<file path="src/rtl/sdr_fe_pkg.sv">
package sdr_fe_pkg;

  typedef enum logic [2:0] {
    CMD_NOP = 3'd0,
    CMD_ACT = 3'd1,
    CMD_RD  = 3'd2,
    CMD_WR  = 3'd3,
    CMD_PRE = 3'd4,
    CMD_REF = 3'd5,
    CMD_MRS = 3'd6
  } sdr_cmd_e;

  typedef enum logic [2:0] {
    PWR_RUN      = 3'd0,
    PWR_PRE_PD   = 3'd1,
    PWR_ACT_PD   = 3'd2,
    PWR_SUSPEND  = 3'd3,
    PWR_SELF_REF = 3'd4
  } sdr_pwr_e;

  localparam logic [1:0] SEL_STD_MODE = 2'b00;
  localparam logic [1:0] SEL_EXT_MODE = 2'b10;
  localparam int         BURST_MAX    = 8;

endpackage

</file>
<file path="src/rtl/sdr_cmd_dec.sv">
module sdr_cmd_dec
  import sdr_fe_pkg::*;
(
  input  logic     cs_n,
  input  logic     ras_n,
  input  logic     cas_n,
  input  logic     we_n,
  output sdr_cmd_e cmd
);

  always_comb begin
    case ({cs_n, ras_n, cas_n, we_n})
      4'b0011: cmd = CMD_ACT;
      4'b0101: cmd = CMD_RD;
      4'b0100: cmd = CMD_WR;
      4'b0010: cmd = CMD_PRE;
      4'b0001: cmd = CMD_REF;
      4'b0000: cmd = CMD_MRS;
      default: cmd = CMD_NOP;
    endcase
  end

endmodule

</file>
<file path="src/rtl/sdr_mode_regs.sv">
module sdr_mode_regs
  import sdr_fe_pkg::*;
#(
  parameter int             AW      = 13,
  parameter int             CNT_W   = 4,
  parameter logic [AW-1:0]  STD_RST = 2
) (
  input  logic             clk,
  input  logic             rst,
  input  logic             load,
  input  logic [1:0]       sel,
  input  logic [AW-1:0]    data,
  output logic [AW-1:0]    std_q,
  output logic [AW-1:0]    ext_q,
  output logic [CNT_W-1:0] burst_len
);

  always_ff @(posedge clk) begin
    if (rst) begin
      std_q <= STD_RST;
      ext_q <= '0;
    end else if (load) begin
      if (sel == SEL_STD_MODE) begin
        std_q <= data;
      end else if (sel == SEL_EXT_MODE) begin
        ext_q <= data;
      end
    end
  end

  always_comb begin
    case (std_q[2:0])
      3'd0:    burst_len = CNT_W'(1);
      3'd1:    burst_len = CNT_W'(2);
      3'd2:    burst_len = CNT_W'(4);
      default: burst_len = CNT_W'(BURST_MAX);
    endcase
  end

endmodule

</file>
<file path="src/rtl/sdr_bank_track.sv">
module sdr_bank_track
  import sdr_fe_pkg::*;
#(
  parameter int BANKS  = 4,
  parameter int AW     = 13,
  parameter int CNT_W  = 4,
  parameter int AP_BIT = 10,
  localparam int BA_W  = $clog2(BANKS)
) (
  input  logic              clk,
  input  logic              rst,
  input  logic              active,
  input  sdr_cmd_e          cmd,
  input  logic [BA_W-1:0]   ba,
  input  logic [AW-1:0]     addr,
  input  logic [CNT_W-1:0]  burst_len,
  output logic [BANKS-1:0]  bank_open,
  output logic [BANKS*AW-1:0] rows,
  output logic              busy,
  output logic              cmd_ok,
  output logic              cmd_bad
);

  logic [CNT_W-1:0] cnt_q;
  logic             ap_pend_q;
  logic [BA_W-1:0]  ap_bank_q;
  logic             sel_open;
  logic             is_rdwr;
  logic             burst_end;

  assign sel_open  = bank_open[ba];
  assign is_rdwr   = (cmd == CMD_RD) || (cmd == CMD_WR);
  assign cmd_bad   = active && ((is_rdwr && !sel_open) || ((cmd == CMD_ACT) && sel_open));
  assign cmd_ok    = active && (cmd != CMD_NOP) && !cmd_bad;
  assign busy      = (cnt_q != '0);
  assign burst_end = active && (cnt_q == CNT_W'(1)) && ap_pend_q;

  for (genvar i = 0; i < BANKS; i++) begin : g_bank
    logic          open_r;
    logic [AW-1:0] row_r;
    logic          hit;

    assign hit = (ba == BA_W'(i));

    always_ff @(posedge clk) begin
      if (rst) begin
        open_r <= 1'b0;
        row_r  <= '0;
      end else if (active) begin
        if (burst_end && (ap_bank_q == BA_W'(i))) begin
          open_r <= 1'b0;
        end
        if (cmd_ok && (cmd == CMD_ACT) && hit) begin
          open_r <= 1'b1;
          row_r  <= addr;
        end
        if (cmd_ok && (cmd == CMD_PRE) && (addr[AP_BIT] || hit)) begin
          open_r <= 1'b0;
        end
      end
    end

    assign bank_open[i]         = open_r;
    assign rows[i*AW +: AW]     = row_r;
  end

  always_ff @(posedge clk) begin
    if (rst) begin
      cnt_q     <= '0;
      ap_pend_q <= 1'b0;
      ap_bank_q <= '0;
    end else if (active) begin
      if (cmd_ok && is_rdwr) begin
        cnt_q     <= burst_len;
        ap_pend_q <= addr[AP_BIT];
        ap_bank_q <= ba;
      end else if (cnt_q != '0) begin
        cnt_q <= cnt_q - CNT_W'(1);
        if (cnt_q == CNT_W'(1)) begin
          ap_pend_q <= 1'b0;
        end
      end
    end
  end

endmodule

</file>
<file path="src/rtl/sdr_pwr_ctrl.sv">
module sdr_pwr_ctrl
  import sdr_fe_pkg::*;
(
  input  logic     clk,
  input  logic     rst,
  input  logic     cke,
  input  sdr_cmd_e cmd,
  input  logic     busy,
  input  logic     any_open,
  output logic     active,
  output logic [2:0] mode
);

  sdr_pwr_e state_q;
  sdr_pwr_e state_d;

  assign active = (state_q == PWR_RUN) && cke;

  always_comb begin
    state_d = state_q;
    if (state_q == PWR_RUN) begin
      if (!cke) begin
        if (busy) begin
          state_d = PWR_SUSPEND;
        end else if (any_open) begin
          state_d = PWR_ACT_PD;
        end else if (cmd == CMD_REF) begin
          state_d = PWR_SELF_REF;
        end else begin
          state_d = PWR_PRE_PD;
        end
      end
    end else if (cke) begin
      state_d = PWR_RUN;
    end
  end

  always_ff @(posedge clk) begin
    if (rst) begin
      state_q <= PWR_RUN;
    end else begin
      state_q <= state_d;
    end
  end

  // Self-refresh exit shows up without waiting for a clock edge
  always_comb begin
    if ((state_q == PWR_SELF_REF) && cke) begin
      mode = PWR_RUN;
    end else begin
      mode = state_q;
    end
  end

endmodule

</file>
<file path="src/rtl/sdr_cmd_front.sv">
module sdr_cmd_front
  import sdr_fe_pkg::*;
#(
  parameter int            BANKS    = 4,
  parameter int            AW       = 13,
  parameter int            COL_W    = 9,
  parameter int            AP_BIT   = 10,
  parameter logic [AW-1:0] STD_RST  = 2,
  localparam int           BA_W     = $clog2(BANKS)
) (
  input  logic                clk,
  input  logic                rst,
  input  logic                cke,
  input  logic                cs_n,
  input  logic                ras_n,
  input  logic                cas_n,
  input  logic                we_n,
  input  logic [BA_W-1:0]     ba,
  input  logic [AW-1:0]       addr,
  output logic                cmd_act_o,
  output logic                cmd_rd_o,
  output logic                cmd_wr_o,
  output logic                cmd_pre_o,
  output logic                cmd_ref_o,
  output logic                cmd_mrs_o,
  output logic                cmd_err_o,
  output logic [BA_W-1:0]     sel_bank_o,
  output logic [AW-1:0]       row_o,
  output logic [COL_W-1:0]    col_o,
  output logic                auto_pre_o,
  output logic [BANKS-1:0]    pre_mask_o,
  output logic [BANKS-1:0]    bank_open_o,
  output logic [BANKS*AW-1:0] open_rows_o,
  output logic [AW-1:0]       std_mode_o,
  output logic [AW-1:0]       ext_mode_o,
  output logic [2:0]          pwr_mode_o
);

  localparam int CNT_W = $clog2(BURST_MAX + 1);

  sdr_cmd_e         cmd;
  logic             active;
  logic             busy;
  logic             cmd_ok;
  logic             cmd_bad;
  logic [CNT_W-1:0] burst_len;
  logic             bank_cmd;
  logic             rdwr_cmd;

  sdr_cmd_dec u_dec (
    .cs_n  (cs_n),
    .ras_n (ras_n),
    .cas_n (cas_n),
    .we_n  (we_n),
    .cmd   (cmd)
  );

  sdr_pwr_ctrl u_pwr (
    .clk      (clk),
    .rst      (rst),
    .cke      (cke),
    .cmd      (cmd),
    .busy     (busy),
    .any_open (|bank_open_o),
    .active   (active),
    .mode     (pwr_mode_o)
  );

  sdr_bank_track #(
    .BANKS  (BANKS),
    .AW     (AW),
    .CNT_W  (CNT_W),
    .AP_BIT (AP_BIT)
  ) u_banks (
    .clk       (clk),
    .rst       (rst),
    .active    (active),
    .cmd       (cmd),
    .ba        (ba),
    .addr      (addr),
    .burst_len (burst_len),
    .bank_open (bank_open_o),
    .rows      (open_rows_o),
    .busy      (busy),
    .cmd_ok    (cmd_ok),
    .cmd_bad   (cmd_bad)
  );

  sdr_mode_regs #(
    .AW      (AW),
    .CNT_W   (CNT_W),
    .STD_RST (STD_RST)
  ) u_mode (
    .clk       (clk),
    .rst       (rst),
    .load      (cmd_ok && (cmd == CMD_MRS)),
    .sel       (ba),
    .data      (addr),
    .std_q     (std_mode_o),
    .ext_q     (ext_mode_o),
    .burst_len (burst_len)
  );

  assign rdwr_cmd = (cmd == CMD_RD) || (cmd == CMD_WR);
  assign bank_cmd = rdwr_cmd || (cmd == CMD_ACT) || (cmd == CMD_PRE);

  always_ff @(posedge clk) begin
    if (rst) begin
      cmd_act_o  <= 1'b0;
      cmd_rd_o   <= 1'b0;
      cmd_wr_o   <= 1'b0;
      cmd_pre_o  <= 1'b0;
      cmd_ref_o  <= 1'b0;
      cmd_mrs_o  <= 1'b0;
      cmd_err_o  <= 1'b0;
      sel_bank_o <= '0;
      row_o      <= '0;
      col_o      <= '0;
      auto_pre_o <= 1'b0;
      pre_mask_o <= '0;
    end else begin
      cmd_act_o <= cmd_ok && (cmd == CMD_ACT);
      cmd_rd_o  <= cmd_ok && (cmd == CMD_RD);
      cmd_wr_o  <= cmd_ok && (cmd == CMD_WR);
      cmd_pre_o <= cmd_ok && (cmd == CMD_PRE);
      cmd_ref_o <= cmd_ok && (cmd == CMD_REF);
      cmd_mrs_o <= cmd_ok && (cmd == CMD_MRS);
      cmd_err_o <= cmd_bad;
      if (cmd_ok && bank_cmd) begin
        sel_bank_o <= ba;
      end
      if (cmd_ok && (cmd == CMD_ACT)) begin
        row_o <= addr;
      end
      if (cmd_ok && rdwr_cmd) begin
        col_o      <= addr[COL_W-1:0];
        auto_pre_o <= addr[AP_BIT];
      end
      if (cmd_ok && (cmd == CMD_PRE)) begin
        pre_mask_o <= addr[AP_BIT] ? {BANKS{1'b1}} : (BANKS'(1) << ba);
      end
    end
  end

endmodule

</file>
<file path="config.mk">
export PLATFORM = sky130hd
export DESIGN_NAME = sdr_cmd_front
export DESIGN_NICKNAME = d
export VERILOG_FILES = /design/src/rtl/sdr_fe_pkg.sv /design/src/rtl/sdr_cmd_dec.sv /design/src/rtl/sdr_mode_regs.sv /design/src/rtl/sdr_bank_track.sv /design/src/rtl/sdr_pwr_ctrl.sv /design/src/rtl/sdr_cmd_front.sv
export SDC_FILE = /design/constraint.sdc
export NUM_CORES = 1
export LEC_CHECK = 0
export ABC_CLOCK_PERIOD_IN_PS = 3310
export BUFFER_PORTS_ARGS = -buffer_cell sky130_fd_sc_hd__buf_2
export CAP_MARGIN = 20
export CORE_ASPECT_RATIO = 0.7
export CORE_UTILIZATION = 47
export CTS_CLUSTER_DIAMETER = 100
export DETAILED_ROUTE_END_ITERATION = 16
export PLACE_DENSITY = 0.85
export SETUP_SLACK_MARGIN = 0.5
export SLEW_MARGIN = 40
export SYNTH_ARGS = -nofsm -noshare
export SYNTH_HDL_FRONTEND = slang
export SYNTH_HIERARCHICAL = 1
export SYNTH_SLANG_ARGS = --single-unit
</file>
<file path="constraint.sdc">
create_clock -name clk -period 3.31 [get_ports clk]
set_clock_uncertainty 0.05 [all_clocks]
set_input_delay 0.662 -clock clk [delete_from_list [all_inputs] [get_ports clk]]
set_output_delay 0.662 -clock clk [all_outputs]
set_load 0.01 [all_outputs]
</file>
==> reports/metrics.cfg <==
[status]
status = complete, no violations

[synthesis]
ys.warnings.count = 6
syn_avg_cell_area_um2 = 9.66
synthFlopType = dfxtp_1
syn_area_um2 = 5340
ys_types = 51
syn_nets = 579
ys_ff_latch = 128
synth_edf_count = 0
synthCells = 553
ys_async_sr_fraction_pct = 0
seq_area_frac_synth_pct = 48.0

[floorplan]
core_um2 = 11100
fp.dieH_um = 91.2
die-area_um2 = 11800
start_util_pct = 48.3
dieWidth_um = 129
ios = 143
rows = 32

[critical_path]
slowest_delay_ns = 0.53
crit_arrival_ns = 2.90
crit_slowest_cell = mux4_2
crit_chain = mux4_2 > mux2i_1 > a21oi_4 > nand2_1 > nor3b_2 > or3b_4 > mux2i_1
cp-end-kind = flip-flop
cp-start-kind = flip-flop
cp.required_ns = 3.55
regToRegStartpoint = u_banks/g_bank[2].open_r
crit_start = u_banks/g_bank[2].open_r
crit_fanout = 10
timing.critical_path.mode_cell = mux2i_1
crit_type = reg2reg

[routing]
firstDrtPassIters = 5
drt_iter0_markers = 354
routed_wl_um = 14900
num_vias = 4580
routedWlPerCell_um = 17.4
routed_via_density = 5.34
detail-route-antenna-nets = 0
drc = 0

[timing]
tightest_slew_ns = 0.736
fmax_ghz = 0.375
final-hold-violation-count = 0
tns_ns = 0
finalSetupViolCount = 0
slew_headroom_pct = 50.7
period_share_pct = 80.5
fin_crit_ns = 2.66
rsz0062_at_grt = no
finalMaxSlewViolations = 0

[clock_network]
clk_pin_slew_worst_paths_ns = 0.06
ctsResizeCount = 1
cts_tree = built
cts_buffer_depth = 2
cts_sinks = 128
insertion_delay_ns = 0.41
htreeDepth = 4
post_cts_buffers = 0
cts_buffers = 17
ctsHoldBuffers = 0
cts_root_buf = clkbuf_16

[cells_and_area]
final_cell_mix = buf_2, dfxtp_1, mux2i_1
n_antenna_cell = 0
fin_nets = 717
mostFrequentLayoutCell = buf_2
area_delta_synth_final_pct = 27.8
drive_gt1_share_pct = 29.8
layoutNonFillerInstCount = 857

[placed_design]
gp_congestion = 0.861
io_buffers = 142
dp_cells = 825
dp_hpwl_um = 10200

[power_and_ir_drop]
power.density_nw_per_um2 = 605
vdd_drop_max_mv = 0.396
power_leakage_uw = 0.00297

[min_path]
worst_hold_startpoint = row_o[6]
hold_class = reg2reg

[global_routing]
grt_pass1_vias = 4481
antenna_found_initial = 0
grt_pass1_wl_um = 23100
track_usage_pct = 25.8
grt_max_degree = 94
grt_remaining_overflow = 0

[run]
maxCapViolCount = 0

==> kinds of logic after synthesis <==
group	share of synthesized area (%)
AO/OA/AOI/OAI	8.03
adder cells (fa/ha/maj)	0.937
buffers and inverters	4.92
flip-flops	48.0
multiplexers	15.6
AND/OR/NAND/NOR	22.5
==> through the flow <==
| step | setup WS, ns | power [µW] | hold slack [ns] | utilization [%] | cell area (µm²) |
|---|---|---|---|---|---|
| 3_3_place_gp | 0.288 | 2090 | 0.390 | 55.8 | 6160 |
| 3_5_place_dp | 0.123 | 2110 | 0.398 | 55.8 | 6160 |
| 2_1_floorplan | 0.379 | 1970 | 0.410 | - | 5370 |
| 4_1_cts | 0.608 | 4140 | 0.409 | 61.6 | 6810 |
| 5_1_grt | 0.483 | 4270 | 0.420 | 61.8 | 6830 |
| 6_report | 0.646 | 4130 | 0.406 | 61.8 | 6830 |
==> worst max-delay path, delay by kind of cell (launching register included) <==
kind / cells / cell delay (ns)
AOI/OAI and AO/OA: 1 / 0.23
DFF: 1 / 0.41
muxes: 3 / 0.87
and+or+nand+nor: 3 / 0.97
==> report_power, final <==
part	total [µW]	leakage, µW	switching (µW)	internal (µW)
Clock	2030	0.000306	694	1340
Combinational	475	0.00163	284	191
Sequential	1630	0.00103	41.2	1580
==> per-layer routing <==
layer | up-vias | wire length, µm | share of wire, % | track usage (%)
met5 | - | 0 | 0 | 0
met4 | 0 | 194 | 1.3 | 9.88
met3 | 19 | 1360 | 9.1 | 9.55
met2 | 209 | 6680 | 45 | 39.3
met1 | 2182 | 6700 | 45 | 32.9
li1 | 2170 | - | - | -
==> cell type report <==
type / instances / area (µm²)
Fill cell: 912 / 4220
Clock buffer: 18 / 429
Multi-Input combinational cell: 378 / 2550
Clock inverter: 14 / 214
Sequential cell: 128 / 2560
Timing Repair Buffer: 157 / 842
Inverter: 9 / 33.8
Tap cell: 153 / 191
==> Yosys cell counts, types with 2 or more instances <==
master	number	area, µm²
nand4_1	2	12.5
nand4b_1	3	26.3
or3b_2	2	17.5
nand2_1	60	225
buf_2	3	15.0
buf_8	2	30.0
mux2_2	2	22.5
a211oi_1	10	75.1
o32ai_1	2	17.5
a311oi_1	2	17.5
nand3_1	3	15.0
dfxtp_1	128	2560
nor3_1	5	25.0
and3_1	2	12.5
buf_6	3	33.8
or4_1	2	15.0
clkbuf_1	19	71.3
buf_4	10	75.1
inv_1	9	33.8
or3_1	4	25.0
nand2b_1	51	319
mux2i_1	79	791
nor2b_1	6	37.5
nor2_1	61	229
nor3_4	3	48.8
ha_1	4	50.1
nand3b_1	3	22.5
nand4bb_1	3	33.8
a21oi_1	41	205
nor4bb_1	2	20.0
nor3b_1	5	37.5
o21ai_0	3	15.0
==> worst paths after layout <==
kind | end | slack (ns) | depth (start not counted)
worst min register to register | row_o[6] | 0.41 | 2
worst min-delay path | row_o[6] | 0.41 | 2
worst max register to register | u_mode/std_q[7] | 0.65 | 7
worst max-delay path | u_mode/std_q[7] | 0.65 | 7
==> registers in the layout, summed over array words and instances, names as in the netlist, 2 cells and up <==
| name | cells |
|---|---|
| u_mode/ext_q | 13 |
| u_banks/g_bank.row_r | 52 |
| sel_bank_o | 2 |
| u_mode/std_q | 13 |
| col_o | 9 |
| u_pwr/state_q | 3 |
| u_banks/cnt_q | 4 |
| pre_mask_o | 4 |
| row_o | 13 |
| u_banks/ap_bank_q | 2 |
| u_banks/g_bank.open_r | 4 |
Power figures use the tool's default switching activity.
